[src/rtl/therm_alarm_pins.sv]
module therm_alarm_pins (
  input  logic clk,
  input  logic rst_n,
  input  logic flag_hi,
  input  logic flag_lo,
  input  logic flag_crit,
  input  logic conv_done,
  input  logic host_rd,
  input  logic int_event_mode,
  input  logic int_act_high,
  input  logic crit_act_high,
  input  logic shutdown,
  output logic int_pull_lo,
  output logic crit_pull_lo
);

  logic int_q, crit_q;
  logic seen_hi, seen_lo;
  logic strobe, changed, win_next;

  assign strobe  = conv_done & ~shutdown;
  assign changed = (flag_hi ^ seen_hi) | (flag_lo ^ seen_lo);

  always_comb begin
    win_next = int_q;
    if (host_rd) win_next = 1'b0;
    if (strobe) begin
      if (int_event_mode) win_next = changed | (int_q & ~host_rd);
      else                win_next = flag_hi | flag_lo;
    end
    if (shutdown) win_next = 1'b0;
  end

  always_ff @(posedge clk or negedge rst_n) begin
    if (!rst_n) begin
      int_q   <= 1'b0;
      crit_q  <= 1'b0;
      seen_hi <= 1'b0;
      seen_lo <= 1'b0;
    end else begin
      int_q  <= win_next;
      crit_q <= flag_crit & ~shutdown;
      if (strobe) begin
        seen_hi <= flag_hi;
        seen_lo <= flag_lo;
      end
    end
  end

  assign int_pull_lo  = int_q ^ int_act_high;
  assign crit_pull_lo = crit_q ^ crit_act_high;

  a_r2_level_sets: assert property (@(posedge clk) disable iff (!rst_n)
    conv_done && !shutdown && !int_event_mode && (flag_hi || flag_lo) |=> int_q);

  a_r3_read_clears: assert property (@(posedge clk) disable iff (!rst_n)
    host_rd && !conv_done |=> !int_q);

  a_r5_rise_on_strobe: assert property (@(posedge clk) disable iff (!rst_n)
    $rose(int_q) |-> $past(conv_done) && !$past(shutdown));

  a_r6_hold: assert property (@(posedge clk) disable iff (!rst_n)
    !conv_done && !host_rd && !shutdown |=> $stable(int_q));

  a_r7_crit_follows: assert property (@(posedge clk) disable iff (!rst_n)
    !shutdown && flag_crit |=> crit_q);

  a_r9_shutdown_clears: assert property (@(posedge clk) disable iff (!rst_n)
    shutdown |=> !int_q && !crit_q);

endmodule

[config.mk]
export PLATFORM = sky130hd
export DESIGN_NAME = therm_alarm_pins
export DESIGN_NICKNAME = d
export VERILOG_FILES = /design/src/rtl/therm_alarm_pins.sv
export SDC_FILE = /design/constraint.sdc
export NUM_CORES = 1
export LEC_CHECK = 0
export ABC_AREA = 1
export BUFFER_PORTS_ARGS = -buffer_cell sky130_fd_sc_hd__buf_4
export CORE_AREA = 4 4 41 43
export CTS_BUF_LIST = sky130_fd_sc_hd__clkbuf_8
export CTS_CLUSTER_SIZE = 8
export DETAILED_ROUTE_END_ITERATION = 7
export DIE_AREA = 0 0 45 47
export GPL_ROUTABILITY_DRIVEN = 1
export SYNTH_ARGS = -nofsm -noshare
export SYNTH_HDL_FRONTEND = slang
export SYNTH_SLANG_ARGS = --single-unit
export TNS_END_PERCENT = 10
[constraint.sdc]
create_clock -name clk -period 1.3 [get_ports clk]
set_input_delay 0 -clock clk [delete_from_list [all_inputs] [get_ports clk]]
set_output_delay 0 -clock clk [all_outputs]
set_load 0.05 [all_outputs]
; ---- Word level (Yosys, flattened, before mapping)
; Index checks and enable logic that the tools add are counted.
[totals]
ff_bits = 4
latchBits = 0
ramBits = 0
romBits = 0
output_inout_bits = 2
memories = 0
[classes]
add_sub_neg = 0
mul = 0
div_mod_pow = 0
magnitude_cmp = 0
n_eq_ne = 0
shifts = 0
n_mux = 4
bitwise_logic = 12
n_reduce_logical = 1
[op_table]
columns = operator, n
row1 = 2-to-1 mux 1 bit, 4
row2 = XOR 1 bit, 4
row3 = bitwise AND 1 bit, 3
row4 = OR 1 bit, 3
row5 = nonzero test 3 bit, 1
row6 = NOT 1 bit, 2

; ---- Logic depth before layout (Yosys ltp)
; Gate-level depths: netlist of run 1.
[logic_depth]
depth_word = 6
depth_mapped = 6
mapped_depth_nobuf = 6

; ---- Worst setup path before layout of run 1
; OpenSTA, ideal clock, no wires.
[synth_timing]
kind = reg2out
from = register int_q
to = output int_pull_lo
t_arrival_ns = 1.155
required_time_ns = 1.300
path_slack_ns = 0.145
path_stages_with_launch = 2
path_buffers = 0
path_cell_list = dfrtp_1 -> xor2_1
[synth_via]
elab_chain_cells = 1
[synth_lines]
columns = item, line_no
row1 = start: declaration, 17  ; logic int_q, crit_q;
row2 = start signal: assignment, 41  ; int_q <= win_next;
row3 = XOR 1 bit, 50  ; assign int_pull_lo = int_q ^ int_act_high;
row4 = end: declaration, 13  ; output logic int_pull_lo,
; No other way between the ends.

; ---- Final worst setup path of run 1
[layout_timing]
from = input shutdown
to = register crit_q
[layout_via]
elab_chain_cells = 2
[layout_lines]
columns = item, line_no
row1 = start: declaration, 12  ; input logic shutdown,
row2 = NOT 1 bit, 42  ; crit_q <= flag_crit & ~shutdown;
row3 = bitwise AND 1 bit, 42
row4 = end signal: assignment, 42
row5 = end: declaration, 17
; No other way between the ends.
; A chain may end at the register's enable or synchronous reset.

==> flow_summary.json, run 1 <==
{
  "final_area_um2": 408,
  "grt_usage_pct": 5.62,
  "routabilityCongestion": 0.637,
  "pre_cts_ws_ns": 0.468,
  "remaining_drc_errors": 0,
  "top_layer": "met3",
  "critPathCapture": "crit_q",
  "grt_first_pass_wirelength_um": 807,
  "r2r_end": "int_q",
  "die-height_um": 47,
  "antenna_found_initial": 0,
  "met3_length_um": 82,
  "die_w_um": 45,
  "ys_types": 13,
  "tritoncts": "done",
  "initial_core_util_pct": 17.5,
  "stdcell_count": 63,
  "first_iter_violations": 7,
  "syn-cell-area_um2": 228,
  "finalHoldViolations": 0,
  "syn_to_final_growth_pct": 79.1,
  "cts_resized": 0,
  "met1_length_um": 200,
  "ys_ff_latch": 4,
  "clk_pin_slew_ns": 0.03,
  "max_stage_delay_ns": 0.54,
  "grt_max_degree": 6,
  "slew_viol_final": 0,
  "fin_ws_ns": 0.150,
  "die_area_mm2": 0.00212,
  "setup_tns_ns": 0,
  "cts_root_buffer": "clkbuf_8",
  "rsz0062_at_grt": "false",
  "powerDensity_mw_per_mm2": 1270,
  "htreeDepth": 1,
  "worst-path-max-fanout": 2,
  "period_needed_ns": 1.15,
  "worstMarginPinSlew_ns": 0.149,
  "diodes": 0,
  "routedWlPerCell_um": 8.02,
  "clkSinkCount": 4,
  "grt_pass1_vias": 222,
  "hp-class": "in -> reg",
  "wl_met2_um": 223,
  "via_per_inst": 3.90,
  "ys_seq_area_share_pct": 44.0,
  "gr-total-overflow": 0,
  "timing.final.crit_share_pct": 88.5,
  "syn_avg_cell_area_um2": 7.59,
  "nNetsFinal": 61,
  "arrival_ns": 1.30,
  "routed_wl_um": 505,
  "cpMostUsedCell": "dlygate4sd3_1",
  "place_hpwl_um": 419,
  "reg2reg_slack_ns": 0.46,
  "syn_nets": 41,
  "end_kind": "register",
  "critPathSlowestCell": "dlygate4sd3_1",
  "num_vias": 246,
  "placed_cells": 57,
  "cap_violations": 0,
  "rows": 13,
  "cp-startpoint": "shutdown",
  "portBuffers": 12,
  "place_area_um2": 337,
  "fmax_mhz": 869,
  "yosysWarnings": 0,
  "peakVddDrop_mv": 0.758,
  "clk_latency_ns": 0.22,
  "synthCells": 30,
  "cts_max_path_buffers": 2,
  "drive_above_1_share_pct": 37.5,
  "p_total_uw": 519,
  "slew_headroom_pct": 90.0,
  "ant_nets": 0,
  "timing.rr.start": "int_q",
  "dr.pass1.iters": 4,
  "ios": 13,
  "cts_made_buffers": 3,
  "status": "completed",
  "setup_viol": 0,
  "start_kind": "primary input",
  "path_cells": "dlygate4sd3_1 > buf_4 > nor2_1 > dlygate4sd3_1",
  "p_leak_nw": 0.225,
  "rr_worst_depth": 4,
  "path_class": "in -> reg",
  "crit_required_ns": 1.45,
  "skew_ns": 0.00237,
  "core_mm2": 0.00130
}
## kinds of logic (layout without fill, tap and decap cells)
logic type / count (synthesis) / in the layout / synth area share [%]
compound gates: 3 / 3 / 8.24
flops: 4 / 4 / 44.0
buf+inv: 6 / 24 / 9.89
simple gates: 14 / 14 / 26.4
xor+xnor: 3 / 3 / 11.5
## area by class of cell
class	instances	area [um2]
clock buffer	3	41.3
fill	149	893
inverter	6	22.5
multi-input combinational	20	105
sequential	4	100
tap	15	18.8
timing repair buffer	15	120
## stage by stage
stage	utilization [%]	hold slack, ns
after floorplan	-	-0.296
after global placement	25.9	-0.199
after detailed placement	25.9	-0.201
after CTS	31.3	0.0416
after global routing	31.3	0.0542
final	31.3	0.0379
## how the worst min path moves through the flow
| stage | start | end | cells past startpoint |
|---|---|---|---|
| 6_report | conv_done | seen_lo | 3 |
| 4_1_cts | conv_done | seen_lo | 3 |
| 3_3_place_gp | rst_n | int_q | 1 |
| 3_5_place_dp | rst_n | crit_q | 1 |
| 2_1_floorplan | rst_n | crit_q | 0 |
| 5_1_grt | conv_done | seen_lo | 3 |
## power breakdown
group	switching [mW]	internal, mW	total, mW
clock	0.0632	0.197	0.261
combinational	0.0608	0.0523	0.113
sequential	0.00819	0.137	0.146
## flip-flops by register name, summed over array words and instances (netlist names)
| signal | cells |
|---|---|
| seen_hi | 1 |
| crit_q | 1 |
| seen_lo | 1 |
| int_q | 1 |
## per-layer routing
layer,up-vias,track usage (%)
met5,-,0
met1,106,5.49
met3,0,6.13
met2,11,8.76
li1,129,-
met4,0,0
## worst max-delay path, delay by kind of cell
kind | cells | cell delay, ns
buf+inv | 3 | 1.21
simple gates | 1 | 0.09
## timing repair
| action | CTS | global route |
|---|---|---|
| hold endpoints to repair | 5 | 0 |
| setup buffers | 0 | 0 |
| hold buffers | 3 | 0 |
## placed cells by master (no fill, tap or decap)
master / Yosys / routed
inv_2: 1 / 1
nand3_1: 2 / 2
clkbuf_8: 0 / 3
xnor2_1: 1 / 1
nor2_1: 2 / 2
buf_4: 0 / 12
nand4_1: 1 / 1
dlygate4sd3_1: 0 / 3
inv_1: 5 / 5
xor2_1: 2 / 2
a21oi_1: 1 / 1
dfrtp_1: 4 / 4
o21ai_0: 1 / 1
nand2_1: 8 / 8
nand2_2: 1 / 1
a21oi_2: 1 / 1
## synth_stat cells
| library cell | n | share of area, % |
|---|---|---|
| a21oi_1 | 1 | 2.2 |
| a21oi_2 | 1 | 3.8 |
| dfrtp_1 | 4 | 44 |
| inv_1 | 5 | 8.2 |
| inv_2 | 1 | 1.6 |
| nand2_1 | 8 | 13 |
| nand2_2 | 1 | 2.7 |
| nand3_1 | 2 | 4.4 |
| nand4_1 | 1 | 2.7 |
| nor2_1 | 2 | 3.3 |
| o21ai_0 | 1 | 2.2 |
| xnor2_1 | 1 | 3.8 |
| xor2_1 | 2 | 7.7 |
No activity file was read; power rests on OpenSTA's default activity.
==> inputs of run 2 (changes only) <==
--- a/config.mk
+++ b/config.mk
@@ -7,12 +7,14 @@
 export LEC_CHECK = 0
 export ABC_AREA = 1
 export BUFFER_PORTS_ARGS = -buffer_cell sky130_fd_sc_hd__buf_4
-export CORE_AREA = 4 4 41 43
+export CORE_AREA = 2 2 39 41
 export CTS_BUF_LIST = sky130_fd_sc_hd__clkbuf_8
 export CTS_CLUSTER_SIZE = 8
 export DETAILED_ROUTE_END_ITERATION = 7
-export DIE_AREA = 0 0 45 47
+export DIE_AREA = 0 0 41 43
 export GPL_ROUTABILITY_DRIVEN = 1
+export GPL_TIMING_DRIVEN = 0
+export PLACE_DENSITY = 0.35
 export SYNTH_ARGS = -nofsm -noshare
 export SYNTH_HDL_FRONTEND = slang
 export SYNTH_SLANG_ARGS = --single-unit
==> run 2 against run 1 <==
Clock power down 3%. Sequential share of layout area increased by 0.54 points. Routed wire length shrank 3.0%. Register-to-register slack about the same. Die area shrank 17%. Critical path depth fell by 2. Hold slack worse by 0.037 ns. Final cell count is the same. Flip-flop and latch count stayed put. Largest cell class unchanged. Highest routed layer unchanged.
==> flow_summary.json, run 2 (synthesis gave the netlist of run 1 again) <==
{
  "status": "completed",
  "period_needed_ns": 0.972,
  "ant_nets": 0,
  "holdPathStages": 3,
  "r2r_end": "int_q",
  "skew_ns": 0.00205,
  "fin_hold_ws_ns": 0.000815,
  "slew_viol_final": 0,
  "rows": 14,
  "reg2reg_slack_ns": 0.45,
  "antenna_found_initial": 0,
  "clk_latency_ns": 0.21,
  "max_stage_delay_ns": 0.39,
  "timing.final.crit_share_pct": 74.8,
  "arrival_ns": 0.97,
  "die_area_mm2": 0.00176,
  "worstMarginPinSlew_ns": 0.131,
  "die-height_um": 43,
  "crit_family": "flip-flops",
  "start_kind": "register",
  "via_per_inst": 3.75,
  "crit_required_ns": 1.30,
  "layout_common_cells": "buf_4 (12), nand2_1 (8), inv_1 (5)",
  "cap_violations": 0,
  "cts_root_buffer": "clkbuf_8",
  "rr_worst_depth": 4,
  "first_iter_violations": 0,
  "grt_first_pass_wirelength_um": 890,
  "routedWlPerCell_um": 7.78,
  "fin_ws_ns": 0.328,
  "layout_commonest_cell": "buf_4",
  "hold_end": "crit_q",
  "die_w_um": 41,
  "p_leak_nw": 0.220,
  "portBuffers": 12,
  "core_mm2": 0.00138,
  "ios": 13,
  "clk_pin_slew_ns": 0.03,
  "htreeDepth": 1,
  "place_hpwl_um": 409,
  "diodes": 0,
  "setup_tns_ns": 0,
  "timing.rr.start": "int_q",
  "remaining_drc_errors": 0,
  "path_class": "reg -> out",
  "setup_viol": 0,
  "slew_headroom_pct": 91.2,
  "routabilityCongestion": 0.740,
  "end_kind": "output pin",
  "hp-class": "in -> reg",
  "finalHoldViolations": 0,
  "clkSinkCount": 4,
  "critPathSlowestCell": "dfrtp_1",
  "initial_core_util_pct": 16.5,
  "tritoncts": "done",
  "dr.pass1.iters": 1,
  "drive_above_1_share_pct": 38.3,
  "cts_made_buffers": 3,
  "pre_cts_ws_ns": 0.437,
  "cts_post_setup_buffers_inserted": 0,
  "gr-total-overflow": 0,
  "cts_max_path_buffers": 2,
  "grt_pass1_vias": 243,
  "grt_usage_pct": 7.75,
  "path_buf_inv": 1,
  "hp-start": "flag_crit",
  "nNetsFinal": 60,
  "peakVddDrop_mv": 0.676,
  "powerDensity_mw_per_mm2": 1270,
  "grt_max_degree": 6,
  "num_vias": 236,
  "worst-path-max-fanout": 3,
  "routed_wl_um": 490,
  "syn_to_final_growth_pct": 75.3,
  "rsz0062_at_grt": "false",
  "fmax_mhz": 1030,
  "path_cells": "xor2_1 > buf_4"
}
==> run 2: worst reg2reg max path, delay by kind of cell, from the launching register on <==
kind | cells | cell delay [ns]
flip-flops | 1 | 0.39
AND/OR/NAND/NOR | 3 | 0.18
AO/OA/AOI/OAI | 1 | 0.16
==> run 2: layout make-up <==
type,count,area (um2)
clock buffer,3,41.3
fill,159,985
inverter,6,22.5
multi-input combinational,20,105
sequential,4,100
tap,16,20.0
timing repair buffer,14,110
==> run 2: worst max-delay path by stage <==
stage,start,end,slack (ns),depth (start not counted)
2_1_floorplan,int_q,int_pull_lo,0.15,1
3_3_place_gp,int_q,int_q,0.45,4
3_5_place_dp,int_q,int_q,0.44,4
4_1_cts,int_q,int_pull_lo,0.32,2
5_1_grt,int_q,int_pull_lo,0.25,2
6_report,int_q,int_pull_lo,0.33,2
==> run 2: through the flow <==
stage                     instances  instance area (um2)  total power [mW]  util (%)
after floorplan                  30                  228             0.207         -
after global routing             63                  399             0.541      28.8
after global placement           58                  338             0.253      24.4
after detailed placement         58                  338             0.254      24.4
after CTS                        63                  399             0.519      28.8
final                            63                  399             0.509      28.8
==> run 2: metal layers <==
| layer | part of all wire [%] | vias to the layer above | track usage, % |
|---|---|---|---|
| met2 | 45 | 10 | 10.6 |
| met5 | 0 | - | 0 |
| met3 | 14 | 0 | 6.81 |
| met4 | 0 | 0 | 2.00 |
| met1 | 40 | 101 | 8.74 |
| li1 | - | 125 | - |
==> run 2: timing repair <==
action / 4_1_cts / 5_1_grt
endpoints found under the hold margin: 5 / 0
resized for setup: 0 / 0
hold buffers: 2 / 0
==> run 2: where the power goes <==
part           switching, mW  total, mW  internal, mW
logic                 0.0590      0.109        0.0503
registers            0.00857      0.146         0.138
clock network         0.0565      0.253         0.197
total                  0.124      0.509         0.384
==> inputs of run 3 (changes only) <==
==> constraint.sdc (replaced) <==
create_clock -name clk -period 0.9 [get_ports clk]
set_input_delay 0 -clock clk [delete_from_list [all_inputs] [get_ports clk]]
set_output_delay 0 -clock clk [all_outputs]
set_load 0.05 [all_outputs]
==> run 3 against run 2 <==
The flow now finishes with violations (negative setup slack). Clock-buffer cell count did not move. Utilization rose by 3.3 points. Routed wire length is 3.7% higher. Sequential share of layout area is 2.5 points lower. Die area did not move. Critical endpoint unchanged.
==> flow_summary.json, run 3 (synthesis gave the netlist of run 1 again) <==
{
  "crit_family": "flip-flops",
  "slew_viol_final": 0,
  "first_iter_violations": 1,
  "violations": "negative setup slack",
  "fin_hold_ws_ns": 0.0542,
  "worst-path-max-fanout": 3,
  "grt_pass1_vias": 225,
  "portBuffers": 12,
  "ant_nets": 0,
  "final_area_um2": 444,
  "skew_ns": 0.00212,
  "syn_to_final_growth_pct": 95.1,
  "core_mm2": 0.00138,
  "antenna_found_initial": 0,
  "slew_headroom_pct": 90.7,
  "clk_latency_ns": 0.21,
  "setup_tns_ns": -0.0336,
  "end_kind": "output pin",
  "routed_wl_um": 508,
  "rr_worst_depth": 4,
  "timing.rr.start": "int_q",
  "initial_core_util_pct": 16.5,
  "worstMarginPinSlew_ns": 0.137,
  "path_buf_inv": 1,
  "cap_violations": 0,
  "critPathSlowestCell": "dfrtp_1",
  "place_area_um2": 353,
  "diodes": 0,
  "status": "finished, violations left",
  "stdcell_count": 65,
  "crit_required_ns": 0.90,
  "finalHoldViolations": 0,
  "reg2reg_slack_ns": 0.04,
  "setup_viol": 2,
  "start_kind": "register",
  "drive_above_1_share_pct": 42.9,
  "timing.final.crit_share_pct": 104,
  "die-height_um": 43,
  "holdPathStages": 3,
  "num_vias": 239,
  "hp-start": "conv_done",
  "die_area_mm2": 0.00176,
  "layout_commonest_cell": "buf_4",
  "period_needed_ns": 0.933,
  "rsz0062_at_grt": "true",
  "routedWlPerCell_um": 7.82,
  "hp-class": "in -> reg",
  "cts_max_path_buffers": 2,
  "die_w_um": 41,
  "grt_first_pass_wirelength_um": 869,
  "hold_end": "seen_lo",
  "r2r_end": "int_q",
  "layout_common_cells": "buf_4 (11), nand2_1 (8), inv_1 (5)",
  "clk_pin_slew_ns": 0.03,
  "fillers": 152,
  "fin_ws_ns": -0.0325,
  "grt_max_degree": 6,
  "nNetsFinal": 62,
  "path_class": "reg -> out",
  "tritoncts": "done",
  "placed_cells": 58,
  "gr-total-overflow": 0,
  "cts_made_buffers": 3,
  "dr.pass1.iters": 4,
  "grt_usage_pct": 7.85,
  "remaining_drc_errors": 0,
  "powerDensity_mw_per_mm2": 1710,
  "path_cells": "xor2_2 > buf_6",
  "peakVddDrop_mv": 1.17,
  "pre_cts_ws_ns": 0.0295,
  "cts_root_buffer": "clkbuf_8",
  "htreeDepth": 1,
  "ios": 13,
  "rows": 14,
  "p_leak_nw": 0.238,
  "fmax_mhz": 1070,
  "via_per_inst": 3.68,
  "arrival_ns": 0.93,
  "clkSinkCount": 4,
  "place_hpwl_um": 412,
  "max_stage_delay_ns": 0.40,
  "routabilityCongestion": 0.736
}
[run 3: how the worst max path moves through the flow]
stage / start / end / slack [ns] / cells after the start
global route: int_q / int_pull_lo / -0.09 / 2
finish: int_q / int_pull_lo / -0.03 / 2
global placement: int_q / int_q / 0.03 / 4
CTS: int_q / int_pull_lo / -0.05 / 2
detailed placement: int_q / int_q / 0.03 / 4
floorplan: int_q / int_pull_lo / -0.02 / 1
[run 3: repair_timing]
item | in CTS | in global routing
setup buffers | 0 | 1
resized for setup | 2 | 1
endpoints found under the hold margin | 5 | 0
endpoints found under the setup margin | 2 | 4
pin swaps | 1 | 0
hold buffers | 3 | 0
[run 3: final cells by class]
cell class                 count  area (um2)  share of cell area, %
clock buffer                   3        41.3                   9.30
multi-input combinational     20         125                   28.2
inverter                       6        22.5                   5.07
tap                           16        20.0                   4.51
timing repair buffer          16         135                   30.4
sequential                     4         100                   22.5
[run 3: layer usage]
layer / vias to the layer above / GRT usage [%] / wire, um
li1: 129 / - / -
met1: 101 / 8.41 / 214
met2: 9 / 10.6 / 239
met3: 0 / 7.85 / 54
met4: 0 / 2.00 / 0
met5: - / 0 / 0
[run 3: stage by stage]
step | power (mW) | utilization, %
2_1_floorplan | 0.305 | -
3_3_place_gp | 0.373 | 25.5
3_5_place_dp | 0.374 | 25.5
4_1_cts | 0.769 | 31.2
5_1_grt | 0.823 | 32.1
6_report | 0.761 | 32.1
[run 3: worst reg2reg max path: stages, from the launching register on]
cell	delay, ns
dfrtp_1	0.40
a21oi_1	0.16
nand3_1	0.08
nand2_1	0.06
nand2_1	0.04
[run 3: power breakdown]
| part | internal, mW | switching, mW | total, mW |
|---|---|---|---|
| clock network | 0.284 | 0.0809 | 0.365 |
| registers | 0.199 | 0.0145 | 0.213 |
| logic | 0.0904 | 0.0928 | 0.183 |
